### config.mk
export PLATFORM = sky130hd
export DESIGN_NAME = phy_mgmt_regs
export DESIGN_NICKNAME = d
export VERILOG_FILES = /design/src/rtl/phy_mgmt_pkg.sv /design/src/rtl/phy_mgmt_ctrl.sv /design/src/rtl/phy_mgmt_dp.sv /design/src/rtl/phy_mgmt_regs.sv
export SDC_FILE = /design/constraint.sdc
export NUM_CORES = 1
export LEC_CHECK = 0
export ABC_AREA = 1
export BUFFER_PORTS_ARGS = -buffer_cell sky130_fd_sc_hd__buf_2
export CAP_MARGIN = 20
export CORE_MARGIN = 10
export CORE_UTILIZATION = 40
export CTS_BUF_LIST = sky130_fd_sc_hd__clkbuf_8 sky130_fd_sc_hd__clkbuf_16
export DETAILED_ROUTE_END_ITERATION = 10
export PLACE_DENSITY_LB_ADDON = 0.05
export SLEW_MARGIN = 20
export SYNTH_ARGS = -nofsm -noshare
export SYNTH_HDL_FRONTEND = slang
export SYNTH_SLANG_ARGS = --single-unit
### constraint.sdc
create_clock -name clk -period 1.7 [get_ports clk]
set_input_delay 0.34 -clock clk [delete_from_list [all_inputs] [get_ports clk]]
set_output_delay 0.34 -clock clk [all_outputs]
set_load 0.03 [all_outputs]
### src/rtl/phy_mgmt_pkg.sv
package phy_mgmt_pkg;
  localparam int REG_W  = 16;
  localparam int ADDR_W = 5;

  typedef logic [ADDR_W-1:0] addr_t;
  typedef logic [REG_W-1:0]  word_t;

  localparam addr_t A_CTRL   = 5'd0;
  localparam addr_t A_STAT   = 5'd1;
  localparam addr_t A_ID     = 5'd2;
  localparam addr_t A_EXTID  = 5'd3;
  localparam addr_t A_ADV    = 5'd4;
  localparam addr_t A_PART   = 5'd5;
  localparam addr_t A_GCTL   = 5'd9;
  localparam addr_t A_GSTAT  = 5'd10;
  localparam addr_t A_SPCTL  = 5'd16;
  localparam addr_t A_SPSTAT = 5'd17;

  localparam word_t RST_CTRL  = 16'h1140;
  localparam word_t RST_ADV   = 16'h01E1;
  localparam word_t RST_SPCTL = 16'h0068;
  localparam word_t STAT_BASE = 16'h7969;
  localparam word_t ID_VAL    = 16'h0141;
  localparam word_t PART_VAL  = 16'h01E0;
  localparam word_t GCTL_VAL  = 16'h1E00;
  localparam word_t GSTAT_VAL = 16'h3C00;

  localparam int CTRL_RST_BIT    = 15;
  localparam int STAT_LINK_BIT   = 2;
  localparam int SPSTAT_LINK_BIT = 10;

  // Strobes from the control decoder to the datapath.
  typedef struct packed {
    logic ldCtrl;
    logic ldAdv;
    logic ldSpCtl;
    logic statRead;
    logic softRst;
  } strobe_t;
endpackage

### src/rtl/phy_mgmt_ctrl.sv
module phy_mgmt_ctrl
  import phy_mgmt_pkg::*;
(
  input  logic    clk,
  input  logic    rst_n,
  input  addr_t   regAddr,
  input  logic    wrEn,
  input  logic    rdEn,
  input  logic    rstBit,
  output strobe_t stb,
  output logic    softResetReq
);
  always_comb begin
    stb          = '0;
    stb.statRead = rdEn && (regAddr == A_STAT);
    if (wrEn) begin
      unique case (regAddr)
        A_CTRL: begin
          stb.ldCtrl  = !rstBit;
          stb.softRst = rstBit;
        end
        A_ADV:   stb.ldAdv   = 1'b1;
        A_SPCTL: stb.ldSpCtl = 1'b1;
        default: ;
      endcase
    end
  end

  always_ff @(posedge clk or negedge rst_n) begin
    if (!rst_n) softResetReq <= 1'b0;
    else        softResetReq <= stb.softRst;
  end
endmodule

### src/rtl/phy_mgmt_dp.sv
module phy_mgmt_dp
  import phy_mgmt_pkg::*;
#(
  parameter word_t EXT_ID = 16'h0C20
) (
  input  logic    clk,
  input  logic    rst_n,
  input  strobe_t stb,
  input  addr_t   regAddr,
  input  word_t   wrData,
  input  logic    linkUp,
  output word_t   rdData,
  output word_t   ctrlQ,
  output logic    lsBitQ
);
  word_t advQ, spCtlQ;
  logic  spLinkQ;

  always_ff @(posedge clk or negedge rst_n) begin
    if (!rst_n) begin
      ctrlQ   <= RST_CTRL;
      advQ    <= RST_ADV;
      spCtlQ  <= RST_SPCTL;
      lsBitQ  <= 1'b0;
      spLinkQ <= 1'b0;
    end else begin
      if (stb.ldCtrl)  ctrlQ  <= wrData;
      if (stb.ldAdv)   advQ   <= wrData;
      if (stb.ldSpCtl) spCtlQ <= wrData;
      spLinkQ <= linkUp;
      if (!linkUp)          lsBitQ <= 1'b0;
      else if (stb.statRead) lsBitQ <= 1'b1;
    end
  end

  always_comb begin
    rdData = '0;
    unique case (regAddr)
      A_CTRL:   rdData = ctrlQ;
      A_STAT: begin
        rdData = STAT_BASE;
        rdData[STAT_LINK_BIT] = lsBitQ;
      end
      A_ID:     rdData = ID_VAL;
      A_EXTID:  rdData = EXT_ID;
      A_ADV:    rdData = advQ;
      A_PART:   rdData = PART_VAL;
      A_GCTL:   rdData = GCTL_VAL;
      A_GSTAT:  rdData = GSTAT_VAL;
      A_SPCTL:  rdData = spCtlQ;
      A_SPSTAT: rdData[SPSTAT_LINK_BIT] = spLinkQ;
      default:  rdData = '0;
    endcase
  end
endmodule

### src/rtl/phy_mgmt_regs.sv
module phy_mgmt_regs
  import phy_mgmt_pkg::*;
#(
  parameter logic [15:0] EXT_ID = 16'h0C20
) (
  input  logic        clk,
  input  logic        rst_n,
  input  logic [4:0]  regAddr,
  input  logic        wrEn,
  input  logic [15:0] wrData,
  input  logic        rdEn,
  output logic [15:0] rdData,
  input  logic        linkUp,
  output logic        softResetReq
);
  strobe_t stb;
  word_t   ctrlQ;
  logic    lsBitQ;

  phy_mgmt_ctrl u_ctrl (
    .clk(clk), .rst_n(rst_n), .regAddr(regAddr), .wrEn(wrEn), .rdEn(rdEn),
    .rstBit(wrData[CTRL_RST_BIT]), .stb(stb), .softResetReq(softResetReq)
  );

  phy_mgmt_dp #(.EXT_ID(EXT_ID)) u_dp (
    .clk(clk), .rst_n(rst_n), .stb(stb), .regAddr(regAddr), .wrData(wrData),
    .linkUp(linkUp), .rdData(rdData), .ctrlQ(ctrlQ), .lsBitQ(lsBitQ)
  );
endmodule

* Word-level counts from Yosys, hierarchy flattened
Index checks and enable logic that the tools add are counted.
** Operators by class
- Eq/ne operators :: 10
- Reductions and logical operators :: 4
- Mux-type cells :: 11
** Operators by type and width (count)
- $pmux 10 s8 :: 1
- $pmux 5 s7 :: 1
- $eq 5x2->1 const B :: 2
- $eq 5x3->1 const B :: 2
- $eq 5x4->1 const B :: 2
- $eq 5x5->1 const B :: 2
- $mux 1 :: 7
- $eq 5x1->1 const B :: 1
- $logic_not 5->1 :: 1
- $pmux 1 s5 :: 1
- $mux 3 :: 1
- $reduce_or 3->1 :: 1
- $ne 2x1->1 const B :: 1
- $logic_and 1x1->1 :: 1
- $logic_not 1->1 :: 1
** Storage, ports and cells
- Flip-flop bits (word level) :: 51
- Output and inout bits :: 17
- Input bits :: 26
- Word-level logic and storage cells :: 31

* Depth between registers and ports, before layout
Gate-level depths: netlist of the first run.
- Depth in word-level cells :: 4
- Mapped depth :: 9
- Depth with buffers taken out :: 7

* Cells and area by module
A second synthesis of the first run with hierarchy kept.
** Unflattened totals
- Cells, all modules :: 275
- Area, all modules :: 2537.4 um^2
** By module, submodules not included
- phy_mgmt_dp :: area each 2432.3 um^2, seq. area each 1265.0 um^2, cells an instance 255, instances 1
- phy_mgmt_ctrl :: area each 105.1 um^2, seq. area each 25.0 um^2, cells an instance 20, instances 1

* Worst setup path after synthesis of the first run
OpenSTA, ideal clock, no wires.
- Kind :: input to output
- Start point :: in regAddr[4]
- End point :: out rdData[7]
- Stages :: 8
- Path buffers :: 3
- Arrival time :: 1.310 ns
- Setup slack :: 0.050 ns
- Required time :: 1.360 ns
- Cell sequence :: buf_4 > inv_2 > nand2_2 > nor2_4 > buf_6 > buf_6 > nand2_1 > nand4_1
** On the way
- Cells in the longest elaborated chain, start to end :: 2
- Elaborated cells between the ends (all ways) :: 9
- Those cells by class :: 7 x eq/ne; 1 x mux; 1 x reduce/logical
** Ends and longest elaborated chain
- from (decl) :: RTL line phy_mgmt_regs.sv:8 : input logic [4:0] regAddr,
- $eq 5x5->1, or another cell as far along :: RTL line phy_mgmt_dp.sv:38 : unique case (regAddr)
- $pmux 10 s8 (*) :: RTL line phy_mgmt_dp.sv:38
- to (decl) :: RTL line phy_mgmt_regs.sv:12 : output logic [15:0] rdData,
Every way passes the cells marked *; elsewhere a longest branch is shown, timed or not.

* Final worst setup path of the first run
- Start point :: in regAddr[4]
- End point :: out rdData[5]
The elaborated chain is that of the path after synthesis.

==> results of run 1 <==
-- metrics by stage --
stage	hold slack (ns)	setup TNS, ns
floorplan	0.0444	0
global route	0.0201	-0.385
detailed placement	0.360	-0.354
finish	0.0123	0
CTS	0.0163	0
global placement	0.360	-0.269
-- path summary, 6_finish.rpt --
path,from,to,cells after the start
setup / recovery,regAddr[4],rdData[5],8
hold / removal,rst_n,u_dp.spCtlQ[0],2
setup reg to reg,u_dp.advQ[5],u_dp.advQ[5],2
hold reg to reg,u_dp.ctrlQ[12],u_dp.ctrlQ[12],2
max in group asynchronous,rst_n,u_dp.ctrlQ[8],2
min in group clk,linkUp,u_dp.spLinkQ,1
-- routing by layer --
| layer | GRT usage (%) | vias up | share of wire [%] |
|---|---|---|---|
| met5 | 0 | - | 0 |
| met4 | 2.82 | 0 | 0.43 |
| met3 | 3.82 | 4 | 5.4 |
| met2 | 26.9 | 60 | 47 |
| met1 | 22.3 | 1238 | 47 |
| li1 | - | 1290 | - |
-- logic make-up (layout without fill, tap and decap cells) --
family                 Yosys count  count (layout)  synth area share, %
buffers and inverters           44             119                 7.97
AO/OA/AOI/OAI                   36              36                 7.24
AND/OR/NAND/NOR                220             220                 37.5
flip-flops                      51              51                 47.3
-- registers in the layout (all words and copies together) (netlist names) --
| name | cells |
|---|---|
| u_ctrl.softResetReq | 1 |
| u_dp.advQ | 16 |
| u_dp.ctrlQ | 16 |
| u_dp.lsBitQ | 1 |
| u_dp.spCtlQ | 16 |
| u_dp.spLinkQ | 1 |
-- power groups by stage --
| stage | clock, uW | combinational, uW | sequential [uW] |
|---|---|---|---|
| 2_1_floorplan | 0 | 302 | 1530 |
| 3_3_place_gp | 0 | 493 | 1540 |
| 3_5_place_dp | 0 | 506 | 1550 |
| 4_1_cts | 876 | 521 | 1530 |
| 5_1_grt | 926 | 622 | 1560 |
| 6_report | 859 | 546 | 1530 |
-- critical path: stages --
cell and delay [ns]:
sky130_fd_sc_hd__buf_2 0.13, sky130_fd_sc_hd__buf_12 0.15, sky130_fd_sc_hd__nor2_2 0.19, sky130_fd_sc_hd__nand2_1 0.15, sky130_fd_sc_hd__nand2_1 0.14, sky130_fd_sc_hd__nor2_1 0.07
sky130_fd_sc_hd__nand2_2 0.07, sky130_fd_sc_hd__buf_6 0.12
-- Yosys cell counts, types with 4 or more instances --
cell,instances
sky130_fd_sc_hd__o21ai_0,25
sky130_fd_sc_hd__buf_6,5
sky130_fd_sc_hd__o21ai_2,4
sky130_fd_sc_hd__nor2_1,17
sky130_fd_sc_hd__nand3_1,15
sky130_fd_sc_hd__clkbuf_1,5
sky130_fd_sc_hd__inv_1,21
sky130_fd_sc_hd__nor2_4,4
sky130_fd_sc_hd__dfstp_2,11
sky130_fd_sc_hd__dfrtp_1,40
sky130_fd_sc_hd__buf_2,6
sky130_fd_sc_hd__nand2_1,143
sky130_fd_sc_hd__nand4_1,32
-- cells in the final DEF (no fill, tap or decap), drive strengths merged, types with 3 or more instances in the layout --
cell type,instances
a21oi,3
nand3,17
nor2,23
nand2,146
buf,85
nand4,32
dfrtp,40
o21ai,32
clkbuf,6
dfstp,11
inv,24
-- final cells by class --
cell class,instances,area [sq um],share of cell area (%)
multi-input combinational,256,1300,35.5
sequential,51,1290,35.2
timing repair buffer,87,772,21.1
tap,80,100,2.73
inverter,24,90.1,2.46
clock buffer,5,68.8,1.88
clock inverter,3,41.3,1.13
-- timing repair --
item	4_1_cts	5_1_grt
pin swaps	1	10
setup endpoints to repair	15	16
buffers inserted	1	3
gates cloned	1	1
resized for setup	17	53
==> results.toml, run 1 <==
[logic_synthesis]
ys_types = 27
synth_top_area_cell = "sky130_fd_sc_hd__dfrtp_1"
synth_area_per_cell_sq_um = 7.78
mappedNetlistNets = 377
synth_cells = 351
synth.top_cells.by_area = "sky130_fd_sc_hd__dfrtp_1 37%, sky130_fd_sc_hd__nand2_1 20%, sky130_fd_sc_hd__dfstp_2 11%, sky130_fd_sc_hd__nand4_1 7.3%, sky130_fd_sc_hd__o21ai_0 4.6%"
synth-edff-count = 0
number_of_synthesis_warnings = 0
yosys_register_bits = 51
main_synth_ff_type = "sky130_fd_sc_hd__dfrtp_1"
synth.yosys.seq_area_share_pct = 47.3
netlist_area_sq_um = 2730
synth.top_cell.area_share_pct = 36.7
ys_async_rst_share_pct = 100

[power]
ir_drop_uv = 523
p_comb_share_pct = 18.6
cell_internal_pwr_uw = 2100
p_sw_share_pct = 28.7
seq_power_share_pct = 52.2
cellPowerDensity_nw_per_um2 = 802
leakagePower_uw = 0.00197
post-layout-total-power_uw = 2940
netSwitchingPower_uw = 842
clockPowerShare_pct = 29.2

[detailed_routing]
finalWirelength_microns = 8450
final_antenna_net_count = 0
firstDrtPassIters = 4
via_count = 2592
iter_0_drt_violations = 130
routed_wire_length_per_instance_microns = 16.7
viasPerCell = 5.12
drc = 0

[global_route]
track_usage_pct = 16.6
grt_pass1_wl_microns = 13800
grt_pass1_vias = 2671
antenna_found_initial = 0
global_route.overflow_total = 0
largest_net_degree_at_the_start_of_global_routing = 52

[cts]
cts_hold_buf = 0
cts-root-buf = "sky130_fd_sc_hd__clkbuf_8"
cts_htree_levels = 2
clock_insertion_delay_worst_skew_ns = 0.31
cts.sink_count = 51
numCtsBuffers = 5
clock_tree.buffer_depth = 2
cts_tree = "done"
clk_pin_slew_worst_paths_ns = 0.11

[critical_path]
reg2reg_setup_slack_ns = 0.91
timing.critical_path.from_type = "input pin"
critPathMaxFanout = 7
worstPathArrival_ns = 1.36
critPathKind = "in -> out"
critical_path_required_ns = 1.36
critical_path.endpoint_type = "output pin"

[die]
ioPinCount = 43
effective_utilization_at_floorplan_pct = 40.6
rows = 30
fp.dieW_microns = 103
die-height_microns = 103
total_die_area_sq_um = 10500
core_region_area_sq_um = 6720

[timing]
rsz0062_at_grt = "true"
slew_violations = 0
final.min_clock_period_ns = 1.70
setup_viol = 0
fmax_ghz = 0.589
worst_pin_slew_ns = 0.455
fin_crit_sh_pct = 99.8
worst_skew_ns = 0
hold_violations = 0
final.setup.worst_slack_ns = 0.00304
max_slew_margin_pct = 69.7

[placed_design]
detailedPlacementHpwl_microns = 5660
place.port_buffers = 42
placement.setup.worst_slack_ns = -0.0667
placed_cells_incl_taps = 492
gp_routability_congestion = 0.789
placed_cell_area_sq_um = 3270

[layout]
nFillCells = 687
post-route-util_pct = 54.5
layout.cell_area.non_filler_sq_um = 3660
fin_cells = 506
layout-drive-gt1-share_pct = 34.7
number_of_diodes_added_for_antenna_fixing = 0
synthToLayoutAreaGrowth_pct = 34.1
nets = 451

[flow_run]
cap_viol_max_count = 0

[hold_path]
hold_path.class = "in -> async"

[outcome]
run_status = "finished clean"
Note: power is estimated with default switching activity, not from simulation.
==> inputs of run 2 (changes only) <==
- SYNTH_HIERARCHICAL: not set -> 1
==> run 2 against run 1 <==
Via count down 15%. Worst setup slack got worse by 0.026 ns. Wire length shrank 18%. Core utilization is 2.8 points higher. Clock power is 1% higher. Worst hold slack worse by 0.0099 ns. Critical path depth unchanged. Sequential share of layout area is 2.1 points higher. Global-route usage shrank 3.1 points. The flow now finishes with violations (negative setup slack). Non-clock buffer count decreased by 6. Die area down 5.7%.
==> results.toml, run 2 <==
[outcome]
run_status = "complete, but fails checks"
failed_checks = "negative setup slack"

[layout]
layout-drive-gt1-share_pct = 45.5
fin_cells = 427
number_of_diodes_added_for_antenna_fixing = 0
mostFrequentLayoutCell = "sky130_fd_sc_hd__nand2_1"
layout.cells.most_common_list = "52 x sky130_fd_sc_hd__nand2_1, 40 x sky130_fd_sc_hd__dfrtp_1, 35 x sky130_fd_sc_hd__mux2_2"
synthToLayoutAreaGrowth_pct = 36.0
nets = 377
nFillCells = 569
largestRegisters = "u_dp/advQ (16), u_dp/ctrlQ (16), u_dp/spCtlQ (16)"

[detailed_routing]
iter_0_drt_violations = 81
met2WireLength_microns = 3220
highest_layer = "met4"
wl_met1_microns = 3310
met3RoutedLength_microns = 369
drc = 0
final_antenna_net_count = 0
viasPerCell = 5.13
finalWirelength_microns = 6950
via_count = 2191
routed_wire_length_per_instance_microns = 16.3
firstDrtPassIters = 4

[cts]
cts_tree = "done"
clock_insertion_delay_worst_skew_ns = 0.31
cts_htree_levels = 2
cts_hold_buf = 0
numCtsBuffers = 5
cts-root-buf = "sky130_fd_sc_hd__clkbuf_8"
clk_pin_slew_worst_paths_ns = 0.10
cts.sink_count = 51
clock_tree.buffer_depth = 2

[die]
total_die_area_sq_um = 9930
core_region_area_sq_um = 6030
effective_utilization_at_floorplan_pct = 42.1
die-height_microns = 99.6
fp.dieW_microns = 99.6
ioPinCount = 43
rows = 28

[logic_synthesis]
synth_area_per_cell_sq_um = 9.23
synth.top_cells.by_area = "sky130_fd_sc_hd__dfrtp_1 39%, sky130_fd_sc_hd__mux2_2 16%, sky130_fd_sc_hd__dfstp_2 11%, sky130_fd_sc_hd__nand2_1 8.1%, sky130_fd_sc_hd__nand4_1 5.4%"
synthMostInstantiatedCell = "sky130_fd_sc_hd__nand2_1"
mappedNetlistNets = 301
synth_cells = 275
synth.top_cell.area_share_pct = 39.4
number_of_synthesis_warnings = 6
main_synth_ff_type = "sky130_fd_sc_hd__dfrtp_1"
synth-edff-count = 0
ys_async_rst_share_pct = 100
synth.yosys.seq_area_share_pct = 50.8
yosys_register_bits = 51
synth.top_cells.by_count = "55 x sky130_fd_sc_hd__nand2_1, 40 x sky130_fd_sc_hd__dfrtp_1, 35 x sky130_fd_sc_hd__mux2_2"
ys_types = 20
synth_top_area_cell = "sky130_fd_sc_hd__dfrtp_1"
netlist_area_sq_um = 2540

[timing]
hold_violations = 0
final.setup.worst_slack_ns = -0.0232
max_slew_margin_pct = 81.3
worst_pin_slew_ns = 0.281
slew_violations = 0
final.min_clock_period_ns = 1.72
fmax_ghz = 0.580
final.setup.tns_ns = -0.0462
setup_viol = 3
fin_crit_sh_pct = 101
timing.hold.ws_ns = 0.00235
rsz0062_at_grt = "true"
worst_skew_ns = 0

[global_route]
largest_net_degree_at_the_start_of_global_routing = 52
global_route.overflow_total = 0
track_usage_pct = 13.6
grt_pass1_wl_microns = 11000
antenna_found_initial = 0
grt_pass1_vias = 2130

[power]
clockPowerShare_pct = 29.2
post-layout-total-power_uw = 2980
p_comb_share_pct = 18.5
netSwitchingPower_uw = 804
leakagePower_uw = 0.00169
ir_drop_uv = 483
seq_power_share_pct = 52.3
p_sw_share_pct = 27.0
cellPowerDensity_nw_per_um2 = 862
cell_internal_pwr_uw = 2170

[placed_design]
gp_routability_congestion = 0.777
placement.setup.worst_slack_ns = -0.154
placed_cells_incl_taps = 417
place.port_buffers = 42
detailedPlacementHpwl_microns = 4890

[critical_path]
timing.critical_path.from_type = "input pin"
worstPathArrival_ns = 1.38
critPathKind = "in -> out"
critical_path.endpoint_type = "output pin"
critical_path_required_ns = 1.36
critPathMaxFanout = 5

[flow_run]
cap_viol_max_count = 0

[hold_path]
hold_path.class = "in -> async"
==> run 2: cell families after synthesis <==
family                 count (synthesis)  synth area share (%)
AOI/OAI and AO/OA                     22                  4.73
buffers and inverters                 39                  6.51
DFF                                   51                  50.8
muxes                                 35                  15.5
and+or+nand+nor                      128                  22.4
==> run 2: area by class of cell <==
class,instances,area [sq um],share of cell area (%)
tap,75,93.8,2.72
timing repair buffer,81,653,18.9
sequential,51,1290,37.4
clock inverter,3,42.5,1.23
inverter,27,106,3.08
clock buffer,5,68.8,1.99
multi-input combinational,185,1200,34.7
==> run 2: path summary, 6_finish.rpt <==
check / startpoint / to / slack [ns] / depth (start not counted)
worst max-delay path: regAddr[2] / rdData[12] / -0.02 / 8
worst min-delay path: rst_n / u_dp/advQ[15] / 0.002 / 2
max in group asynchronous: rst_n / u_dp/spCtlQ[6] / 1.41 / 2
worst max register to register: u_dp/advQ[8] / u_dp/advQ[8] / 0.91 / 2
worst min register to register: u_dp/spCtlQ[3] / u_dp/spCtlQ[3] / 0.49 / 2
min in group clk: linkUp / u_dp/spLinkQ / 0.16 / 1
==> run 2: metrics by stage <==
stage          utilization (%)  instance area [sq um]
3_3_place_gp              50.9                   3070
6_report                  57.3                   3450
4_1_cts                   54.1                   3260
5_1_grt                   57.3                   3450
2_1_floorplan                -                   2540
3_5_place_dp              50.9                   3070
==> run 2: layer usage <==
layer,global-route usage (%),vias up
li1,-,1069
met1,19.3,1072
met3,3.67,4
met5,0,-
met2,19.7,46
met4,3.42,0
==> run 2: power groups by stage <==
stage	Sequential, uW	Clock [uW]	Combinational [uW]
finish	1550	869	552
global route	1580	946	614
CTS	1560	896	511
detailed placement	1580	0	488
global placement	1570	0	481
floorplan	1550	0	309
==> run 2: worst max-delay path: stages <==
cell and delay [ns]:
sky130_fd_sc_hd__buf_6 0.11, sky130_fd_sc_hd__buf_4 0.13, sky130_fd_sc_hd__nor2_1 0.23, sky130_fd_sc_hd__nand3_2 0.17, sky130_fd_sc_hd__nand2_2 0.12, sky130_fd_sc_hd__nor2_1 0.05
sky130_fd_sc_hd__nand2_1 0.09, sky130_fd_sc_hd__buf_6 0.14
==> run 2: repair_timing <==
item                       in CTS  in global routing
setup endpoints to repair      16                 16
gates cloned                    1                  0
pin swaps                       0                 15
resized for setup              22                 57
setup buffers                   0                  1
hold endpoints to repair        0                  0
==> inputs of run 3 (changes only) <==
- CORE_UTILIZATION: 40 -> 55
==> run 3 against run 2 <==
The flow still finishes with violations (negative setup slack). Combinational power grew 3%. Flip-flop and latch count is the same. Critical path type unchanged. Worst setup slack gained 0.022 ns. Final cell count shrank 5.9%. Clock power grew 13%. Core utilization grew 21 points. Clock skew is the same. Register-to-register slack lost 0.03 ns. Worst hold slack gained 0.17 ns. Die area shrank 22%. Fmax grew 1.3%.
==> results.toml, run 3 (same netlist as run 2, synthesis figures left out) <==
[layout]
nFillCells = 309
fin_cells = 402
nets = 375
layout-drive-gt1-share_pct = 45.4
post-route-util_pct = 78.3
largestRegisters = "u_dp/advQ (16), u_dp/ctrlQ (16), u_dp/spCtlQ (16)"
synthToLayoutAreaGrowth_pct = 36.2
layout.area.seq_sq_um = 1290
multi_input_comb_area_sq_um = 1220
number_of_diodes_added_for_antenna_fixing = 0
mostFrequentLayoutCell = "sky130_fd_sc_hd__nand2_1"
layout.cells.most_common_list = "50 x sky130_fd_sc_hd__nand2_1, 40 x sky130_fd_sc_hd__dfrtp_1, 35 x sky130_fd_sc_hd__buf_4, 35 x sky130_fd_sc_hd__mux2_2, 25 x sky130_fd_sc_hd__inv_1"

[detailed_routing]
viasPerCell = 5.50
via_count = 2212
finalWirelength_microns = 6930
firstDrtPassIters = 4
drc = 0
iter_0_drt_violations = 160
routed_wire_length_per_instance_microns = 17.2
final_antenna_net_count = 0

[timing]
hold_violations = 0
final.setup.worst_slack_ns = -0.000909
worst_pin_slew_ns = 0.470
slew_violations = 0
worst_skew_ns = 0
timing.hold.ws_ns = 0.170
final.min_clock_period_ns = 1.70
fin_crit_sh_pct = 100
max_slew_margin_pct = 68.6
setup_viol = 1
rsz0062_at_grt = "true"
fmax_ghz = 0.588

[global_route]
antenna_found_initial = 0
grt_pass1_wl_microns = 11000
track_usage_pct = 18.1
global_route.overflow_total = 0
largest_net_degree_at_the_start_of_global_routing = 34
grt_pass1_vias = 2268

[die]
fp.dieW_microns = 87.9
core_region_area_sq_um = 4410
effective_utilization_at_floorplan_pct = 57.5
total_die_area_sq_um = 7730
die-height_microns = 87.9
rows = 24
ioPinCount = 43

[cts]
numCtsBuffers = 5
clk_pin_slew_worst_paths_ns = 0.09
cts_htree_levels = 2
cts.sink_count = 51
clock_insertion_delay_worst_skew_ns = 0.30
clock_tree.buffer_depth = 2
cts-root-buf = "sky130_fd_sc_hd__clkbuf_8"
cts_tree = "done"

[critical_path]
critical_path_required_ns = 1.36
critical_path.n_buffers_inverters = 3
rr_worst_depth = 2
timing.rr.start = "u_dp/spCtlQ[3]"
path_delay_family = "simple AND/OR/NAND/NOR gates"
crit_path_frequent_cell = "sky130_fd_sc_hd__buf_4"
worstPathArrival_ns = 1.36
timing.rr.end = "u_dp/spCtlQ[3]"
slowest_stage_cell_on_the_critical_path = "sky130_fd_sc_hd__buf_4"
cp.depth = 8
critPathMaxFanout = 6
reg2reg_setup_slack_ns = 0.88
timing.critical_path.from_type = "input pin"
critPathKind = "in -> out"
crit_path_cell_trace = "buf_4, nor2_4, buf_4, nand3_2, nand3_1, nor2_1, nand2_1, buf_4"
critical-path-max-stage-delay_ns = 0.18
critical_path.endpoint_type = "output pin"

[placed_design]
gp_routability_congestion = 0.859
detailedPlacementHpwl_microns = 4840
placed_cells_incl_taps = 390
place.port_buffers = 42

[power]
cellPowerDensity_nw_per_um2 = 901
leakagePower_uw = 0.00170
post-layout-total-power_uw = 3110
ir_drop_uv = 754

[hold_path]
hold_path.class = "in -> reg"
hold_path.startpoint = "linkUp"
min_to = "u_dp/spLinkQ"
hold-path-cell-count = 1

[outcome]
failed_checks = "negative setup slack"
run_status = "complete, but fails checks"

[flow_run]
cap_viol_max_count = 0
run 3: cell count changes in the layout (fill, tap and decap cells not counted), moves of 2 or more:
cell,before,now
sky130_fd_sc_hd__buf_12,1,3
sky130_fd_sc_hd__buf_6,20,17
sky130_fd_sc_hd__inv_1,23,25
sky130_fd_sc_hd__nand2_1,52,50
sky130_fd_sc_hd__nand3_4,4,2
sky130_fd_sc_hd__nor2_1,26,24
sky130_fd_sc_hd__nor2_2,5,3
sky130_fd_sc_hd__nor2_4,5,9
run 3: routing by layer:
layer | GRT usage [%] | routed length (microns) | part of all wire (%) | vias up
met5 | 0 | 0 | 0 | -
met4 | 4.06 | 85 | 1.2 | 0
met3 | 4.74 | 520 | 7.5 | 9
met2 | 30.2 | 3430 | 50 | 72
met1 | 22.9 | 2890 | 42 | 1072
li1 | - | - | - | 1059
run 3: power breakdown:
group | internal [uW] | switching, uW | total, uW
logic | 267 | 301 | 568
registers | 1470 | 99.0 | 1560
clock network | 582 | 399 | 981
total | 2310 | 798 | 3110
run 3: through the flow:
step	setup WS (ns)	area, sq um	setup TNS (ns)
global route	-0.0493	3460	-0.340
detailed placement	-0.142	3030	-1.69
finish	-0.000909	3460	-0.000909
global placement	-0.119	3030	-1.15
CTS	-0.000878	3290	-0.00173
floorplan	0.0391	2540	0
run 3: how the worst max path moves through the flow:
stage            endpoint  startpoint  slack (ns)
2_1_floorplan  rdData[15]  regAddr[3]        0.04
3_3_place_gp    rdData[6]  regAddr[0]       -0.12
3_5_place_dp    rdData[6]  regAddr[0]       -0.14
4_1_cts         rdData[6]  regAddr[0]     -0.0009
5_1_grt         rdData[5]  regAddr[2]       -0.05
6_report        rdData[8]  regAddr[2]     -0.0009
run 3: area by class of cell:
cell class	instances	area share, %
clock buffer	5	1.99
tap	52	1.88
clock inverter	3	1.85
sequential	51	37.3
multi-input combinational	185	35.2
inverter	27	3.00
timing repair buffer	79	18.8
run 3: what timing repair did:
item	CTS	global route
gates resized for setup	33	46
hold endpoints to repair	10	0
pin swaps	4	11
endpoints found under the setup margin	16	16
buffers inserted	0	2
gates cloned	0	1
hold buffers	1	0
